--- src/rtl/spi_pkg.sv ---
package spi_pkg;
  localparam int DATA_W = 8;
  localparam int BIT_W  = $clog2(DATA_W);
  localparam int PRE_W  = 5;
  localparam int RATE_W = 2;

  localparam logic [1:0] ADDR_CTRL = 2'd0;
  localparam logic [1:0] ADDR_STAT = 2'd1;
  localparam logic [1:0] ADDR_DATA = 2'd2;
  localparam logic [1:0] ADDR_SSEL = 2'd3;

  typedef struct packed {
    logic              ie;
    logic [RATE_W-1:0] rate;
    logic              cpha;
    logic              cpol;
    logic              master;
    logic              en;
  } ctrl_t;

  // prescaler terminal count: half-period of (2 << rate) system clocks
  function automatic logic [PRE_W-1:0] half_limit(input logic [RATE_W-1:0] rate);
    return (PRE_W'(2) << rate) - PRE_W'(1);
  endfunction

  // shift a new bit in at the LSB end
  function automatic logic [DATA_W-1:0] shift_in(input logic [DATA_W-1:0] r, input logic b);
    return {r[DATA_W-2:0], b};
  endfunction

  function automatic logic [DATA_W-1:0] pack_status(input logic busy, input logic modf,
                                                    input logic wcol, input logic done);
    return {{(DATA_W-4){1'b0}}, busy, modf, wcol, done};
  endfunction
endpackage

--- src/rtl/spi_sync.sv ---
module spi_sync #(
  parameter int          W      = 2,
  parameter int          STAGES = 2,
  parameter logic [W-1:0] INIT  = '0
) (
  input  logic         clk,
  input  logic         rst_n,
  input  logic [W-1:0] d,
  output logic [W-1:0] q
);
  logic [W-1:0] stage [STAGES];

  always_ff @(posedge clk or negedge rst_n) begin
    if (!rst_n) begin
      for (int s = 0; s < STAGES; s++) stage[s] <= INIT;
    end else begin
      stage[0] <= d;
      for (int s = 1; s < STAGES; s++) stage[s] <= stage[s-1];
    end
  end

  assign q = stage[STAGES-1];
endmodule

--- src/rtl/spi_clkdiv.sv ---
module spi_clkdiv
  import spi_pkg::*;
(
  input  logic              clk,
  input  logic              rst_n,
  input  logic              run,
  input  logic [RATE_W-1:0] rate,
  output logic              tick
);
  logic [PRE_W-1:0] cnt;
  logic [PRE_W-1:0] lim;

  assign lim  = half_limit(rate);
  assign tick = run && (cnt == lim);

  always_ff @(posedge clk or negedge rst_n) begin
    if (!rst_n)        cnt <= '0;
    else if (!run)     cnt <= '0;
    else if (cnt == lim) cnt <= '0;
    else               cnt <= cnt + PRE_W'(1);
  end
endmodule

--- src/rtl/spi_shifter.sv ---
module spi_shifter
  import spi_pkg::*;
(
  input  logic              clk,
  input  logic              rst_n,
  input  logic              load,
  input  logic [DATA_W-1:0] ld_data,
  input  logic              clr,
  input  logic              lead,
  input  logic              trail,
  input  logic              cpha,
  input  logic              sin,
  output logic              sout,
  output logic              last,
  output logic [DATA_W-1:0] rx_next
);
  logic [DATA_W-1:0] sreg;
  logic [BIT_W-1:0]  bcnt;
  logic              rbit;
  logic              obit;

  assign last    = trail && (bcnt == BIT_W'(DATA_W - 1));
  assign rx_next = shift_in(sreg, cpha ? sin : rbit);
  assign sout    = cpha ? obit : sreg[DATA_W-1];

  always_ff @(posedge clk or negedge rst_n) begin
    if (!rst_n) begin
      sreg <= '0;
      bcnt <= '0;
      rbit <= 1'b0;
      obit <= 1'b0;
    end else if (load) begin
      sreg <= ld_data;
      bcnt <= '0;
    end else if (clr) begin
      bcnt <= '0;
    end else begin
      if (lead) begin
        if (!cpha) rbit <= sin;
        else       obit <= sreg[DATA_W-1];
      end
      if (trail) begin
        sreg <= rx_next;
        bcnt <= last ? '0 : bcnt + BIT_W'(1);
      end
    end
  end
endmodule

--- src/rtl/spi_port.sv ---
module spi_port
  import spi_pkg::*;
#(
  parameter int N_SS = 4,
  localparam int SS_W = (N_SS > 1) ? $clog2(N_SS) : 1
) (
  input  logic              clk,
  input  logic              rst_n,
  input  logic [1:0]        reg_addr,
  input  logic              reg_wr,
  input  logic              reg_rd,
  input  logic [DATA_W-1:0] reg_wdata,
  output logic [DATA_W-1:0] reg_rdata,
  output logic              irq,
  input  logic              sck_i,
  output logic              sck_o,
  output logic              sck_oe,
  input  logic              mosi_i,
  output logic              mosi_o,
  output logic              mosi_oe,
  input  logic              miso_i,
  output logic              miso_o,
  output logic              miso_oe,
  input  logic              ss_n_i,
  output logic [N_SS-1:0]   ss_n_o
);
  ctrl_t             ctrl;
  logic [SS_W-1:0]   ssel;
  logic              busy_m, sck_lvl, armed;
  logic              done_f, wcol_f, modf_f;
  logic [DATA_W-1:0] rx_buf;

  // synchronized slave-side inputs
  logic sck_s, ss_s, sck_d;
  spi_sync #(.W(2), .STAGES(2), .INIT(2'b01)) u_sync (
    .clk(clk), .rst_n(rst_n), .d({sck_i, ss_n_i}), .q({sck_s, ss_s})
  );

  // register strobes
  logic wr_ctrl, wr_data, wr_ssel, rd_stat, rd_data;
  assign wr_ctrl = reg_wr && reg_addr == ADDR_CTRL;
  assign wr_data = reg_wr && reg_addr == ADDR_DATA;
  assign wr_ssel = reg_wr && reg_addr == ADDR_SSEL;
  assign rd_stat = reg_rd && reg_addr == ADDR_STAT;
  assign rd_data = reg_rd && reg_addr == ADDR_DATA;

  // named internal events
  logic ctrl_master_w, ctrl_en_w, ctrl_cpol_w;
  logic slv_sel, busy_any, modf_ev, wcol_ev, start_m, load_ev, flag_clr;
  assign ctrl_master_w = ctrl.master;
  assign ctrl_en_w     = ctrl.en;
  assign ctrl_cpol_w   = ctrl.cpol;
  assign slv_sel  = ctrl.en && !ctrl.master && !ss_s;
  assign busy_any = ctrl.master ? busy_m : slv_sel;
  assign modf_ev  = ctrl.en && ctrl.master && !ss_s;
  assign wcol_ev  = wr_data && busy_any;
  assign load_ev  = wr_data && !busy_any;
  assign start_m  = load_ev && ctrl.en && ctrl.master && !modf_ev;
  assign flag_clr = armed && (rd_data || wr_data);

  // master clock generation
  logic tick;
  spi_clkdiv u_div (
    .clk(clk), .rst_n(rst_n), .run(busy_m), .rate(ctrl.rate), .tick(tick)
  );

  // edge selection
  logic sck_rise, sck_fall, lead_m, trail_m, lead_s, trail_s;
  logic lead, trail, sin, shift_clr, shift_last, sout;
  logic [DATA_W-1:0] rx_next;
  assign lead_m   = tick && !sck_lvl;
  assign trail_m  = tick && sck_lvl;
  assign sck_rise = sck_s && !sck_d;
  assign sck_fall = !sck_s && sck_d;
  assign lead_s   = slv_sel && (ctrl.cpol ? sck_fall : sck_rise);
  assign trail_s  = slv_sel && (ctrl.cpol ? sck_rise : sck_fall);
  assign lead     = ctrl.master ? lead_m  : lead_s;
  assign trail    = ctrl.master ? trail_m : trail_s;
  assign sin      = ctrl.master ? miso_i  : mosi_i;
  assign shift_clr = (!ctrl.master && ss_s) || modf_ev;

  spi_shifter u_shift (
    .clk(clk), .rst_n(rst_n), .load(load_ev), .ld_data(reg_wdata), .clr(shift_clr),
    .lead(lead), .trail(trail), .cpha(ctrl.cpha), .sin(sin),
    .sout(sout), .last(shift_last), .rx_next(rx_next)
  );

  always_ff @(posedge clk or negedge rst_n) begin
    if (!rst_n) begin
      ctrl    <= '0;
      ssel    <= '0;
      busy_m  <= 1'b0;
      sck_lvl <= 1'b0;
      sck_d   <= 1'b0;
      armed   <= 1'b0;
      done_f  <= 1'b0;
      wcol_f  <= 1'b0;
      modf_f  <= 1'b0;
      rx_buf  <= '0;
    end else begin
      sck_d <= sck_s;
      if (wr_ctrl) ctrl <= ctrl_t'(reg_wdata[$bits(ctrl_t)-1:0]);
      if (modf_ev) ctrl.master <= 1'b0;
      if (wr_ssel) ssel <= reg_wdata[SS_W-1:0];

      if (modf_ev)                       busy_m <= 1'b0;
      else if (start_m)                  busy_m <= 1'b1;
      else if (shift_last && ctrl.master) busy_m <= 1'b0;

      if (modf_ev)      sck_lvl <= 1'b0;
      else if (tick)    sck_lvl <= !sck_lvl;
      else if (!busy_m) sck_lvl <= 1'b0;

      if (shift_last) rx_buf <= rx_next;

      if (rd_stat)                 armed <= 1'b1;
      else if (rd_data || wr_data) armed <= 1'b0;

      done_f <= (done_f && !flag_clr) || shift_last;
      wcol_f <= (wcol_f && !flag_clr) || wcol_ev;
      modf_f <= (modf_f && !flag_clr) || modf_ev;
    end
  end

  always_comb begin
    case (reg_addr)
      ADDR_CTRL: reg_rdata = DATA_W'(ctrl);
      ADDR_STAT: reg_rdata = pack_status(busy_any, modf_f, wcol_f, done_f);
      ADDR_DATA: reg_rdata = rx_buf;
      default:   reg_rdata = DATA_W'(ssel);
    endcase
  end

  assign irq     = ctrl.ie && (done_f || modf_f);
  assign sck_o   = ctrl.cpol ^ sck_lvl;
  assign sck_oe  = ctrl.en && ctrl.master;
  assign mosi_oe = sck_oe;
  assign mosi_o  = sout;
  assign miso_o  = sout;
  assign miso_oe = slv_sel;

  for (genvar k = 0; k < N_SS; k++) begin : g_ss
    assign ss_n_o[k] = !(busy_m && ssel == SS_W'(k));
  end
endmodule

--- config.mk ---
export PLATFORM = sky130hd
export DESIGN_NAME = spi_port
export DESIGN_NICKNAME = d
export VERILOG_FILES = /design/src/rtl/spi_pkg.sv /design/src/rtl/spi_sync.sv /design/src/rtl/spi_clkdiv.sv /design/src/rtl/spi_shifter.sv /design/src/rtl/spi_port.sv
export SDC_FILE = /design/constraint.sdc
export NUM_CORES = 1
export LEC_CHECK = 0
export BUFFER_PORTS_ARGS = -buffer_cell sky130_fd_sc_hd__buf_4
export CORE_MARGIN = 5
export CORE_UTILIZATION = 51
export DETAILED_ROUTE_END_ITERATION = 8
export PLACE_DENSITY = 0.77
export SLEW_MARGIN = 20
export SYNTH_ARGS = -nofsm -noshare
export SYNTH_HDL_FRONTEND = slang
export SYNTH_SLANG_ARGS = --single-unit
--- constraint.sdc ---
create_clock -name clk -period 4.7 [get_ports clk]
set_input_delay 0.94 -clock clk [delete_from_list [all_inputs] [get_ports clk]]
set_output_delay 0.94 -clock clk [all_outputs]
set_load 0.005 [all_outputs]
==> impl_metrics.yaml <==
timing:
  tns_ns: 0
  rsz0062_at_grt: "no"
  worst_pin_slew_ns: 0.748
  finalWorstSetupSlack_ns: 1.96
  fmax_mhz: 365
  min_period_ns: 2.74
  fin_skew_ns: 0.00863
  max_slew_margin: 0.497
  finalCritPeriodShare: 0.583
  drv_slew: 0
  finalSetupViolCount: 0
  hold_viol: 0
critical_path:
  crit_path_end_kind: "output port"
  cp.required_ns: 3.76
  crit_chain: "buf_4, nor2b_1, nand2_1, o21ai_0, buf_4"
  startpoint_type: "input port"
  slowest_stage: "nor2b_1"
  crit_buf_inv: 2
  cp.arrival_ns: 1.80
  crit_family: "simple AND/OR/NAND/NOR gates"
  critical_path_class: "input port to output port"
  crit_top_cell: "buf_4"
  cp_max_fo: 11
  slowest_delay_ns: 0.37
drt:
  wire_per_inst_um: 16.5
  vias: 1630
  vias_per_cell: 5.64
  first_pass_iters: 4
  routed_wl_mm: 4.76
  drc: 0
  initialDrtViolationCount: 98
  antenna_left: 0
cts:
  ctsResizeCount: 0
  cts_buffer_depth: 2
  postCtsHoldBufs: 0
  path_clk_slew_ns: 0.08
  cts_tree: "yes"
  cts_root_buffer: "clkbuf_8"
  numCtsBuffers: 5
  cts_setup_buffers: 0
  clk_latency_ns: 0.30
  htreeDepth: 2
  cts_sinks: 46
synth:
  synth.area.top_cells: "dfrtp_1 (47%), mux2_2 (16%), nor2_1 (2.7%)"
  synth_cell_type_count: 42
  synth_area_um2: 2330
  synthCells: 201
  async_flop_share: 1.00
  yosysTopAreaCell: "dfrtp_1"
  netlist_top_cells_count: "dfrtp_1 (44), mux2_2 (34), nor2_1 (17)"
  synth.most_common_cell: "dfrtp_1"
  synth_top_area_frac: 0.473
  synth_edf_count: 0
  yosysWarnings: 0
  yosysSeqAreaShare: 0.496
  syn_nets: 222
  synth-seq-cells: 46
  syn_avg_cell_area_um2: 11.6
  synthFlopType: "dfrtp_1"
layout:
  fin_nets: 257
  drive_gt1_frac: 0.380
  diodes: 0
  area_delta_synth_final_pct: 16.5
floorplan:
  dieArea_um2: 6010
  pin_count: 37
  fp.dieW_um: 77.5
  die_h_um: 77.5
  initial_core_util: 0.531
  coreArea_um2: 4380
  row_count: 24
power_and_ir_drop:
  internal_power_w: 0.000765
  power_frac_clock: 0.232
  leakagePower_nw: 1.25
  p_sw_frac: 0.304
  pwr-share-seq: 0.503
  power_frac_comb: 0.265
  power_density_nw_per_um2: 406
  ir_worst_vdd_v: 0.000314
  power_switching_w: 0.000334
  total_power_w: 0.00110
placement:
  gp_congestion: 0.797
  port_buffers: 36
  pre_cts_ws_ns: 1.81
  place.detailed.hpwl_mm: 3.51
run_status:
  outcome: "finished clean"
grt:
  grt_use_total: 0.169
  grt_pass1_wl_mm: 8.11
  grt_start_max_net_pins: 47
  overflow: 0
  antenna_found_initial: 0
  grt_pass1_vias: 1649
run:
  drv_cap: 0
min_path:
  hold_class: "flop to flop"
-- state kept, by name, indices dropped and copies added, names as in the netlist, 2 cells and up --
signal        cells
u_shift.sreg      8
ctrl              4
u_sync.stage      2
u_sync.q          2
u_shift.bcnt      3
ssel              2
rx_buf            8
u_div.cnt         5
-- routing by layer --
layer  GRT usage  routed length, um  vias up
met5           0                  0        -
met4      0.0687                 88        0
met3      0.0544                311        7
met2       0.261               2230       43
met1       0.221               2130      796
li1            -                  -      784
-- worst paths after layout --
kind	cells after the start	slack, ns	start	end
worst max-delay path	5	1.96	reg_addr[1]	reg_rdata[3]
worst min-delay path	0	0.36	u_sync.stage[3]	u_sync.q[1]
worst max register to register	5	2.43	u_div.cnt[1]	u_shift.sreg[6]
worst min register to register	0	0.36	u_sync.stage[3]	u_sync.q[1]
max in group asynchronous	1	3.69	rst_n	sck_d
min in group asynchronous	1	0.63	rst_n	u_shift.sreg[5]
-- kinds of logic (layout without fill, tap and decap cells) --
family | count (synthesis) | after routing | synth area share
AND/OR/NAND/NOR | 62 | 62 | 0.148
flip-flops | 46 | 46 | 0.496
multiplexers | 42 | 42 | 0.210
AO/OA/AOI/OAI | 30 | 30 | 0.0828
buffers and inverters | 13 | 49 | 0.0285
XOR/XNOR | 5 | 5 | 0.0188
adder cells (fa/ha/maj) | 3 | 3 | 0.0161
-- power by group through the flow --
stage	Sequential [W]	Clock [W]	Combinational (W)
after floorplan	0.000525	0	0.000215
after global placement	0.000559	0	0.000284
after detailed placement	0.000561	0	0.000293
after CTS	0.000553	0.000259	0.000295
after global routing	0.000567	0.000277	0.000324
final	0.000553	0.000255	0.000291
-- stage by stage --
step                std cells  hold slack (ns)  utilization  instance area [um^2]
detailed placement        281            0.339        0.596                  2610
global route              289            0.358        0.618                  2710
finish                    289            0.355        0.618                  2710
floorplan                 201            0.331            -                  2330
CTS                       289            0.357        0.618                  2710
global placement          281            0.338        0.596                  2610
-- area by class of cell --
class,count,area (um^2)
well taps,52,65.1
flip-flops and latches,46,1150
clock buffers,6,82.6
repair buffers,36,270
multi-input cells,142,1110
fillers,361,1680
clock inverters,2,12.5
inverters,5,18.8
-- cell usage in the layout (no fill, tap or decap), drive strengths merged, types with 3 or more instances in the layout --
cell	n
ha	3
mux2	34
dfrtp	44
a21oi	8
mux2i	6
clkbuf	6
nand3	9
o21ai	14
nand3b	4
nor2b	4
nand2	9
inv	5
nor2	17
buf	36
xor2	3
and2	3
nor3b	3
Power figures use the tool's default switching activity.
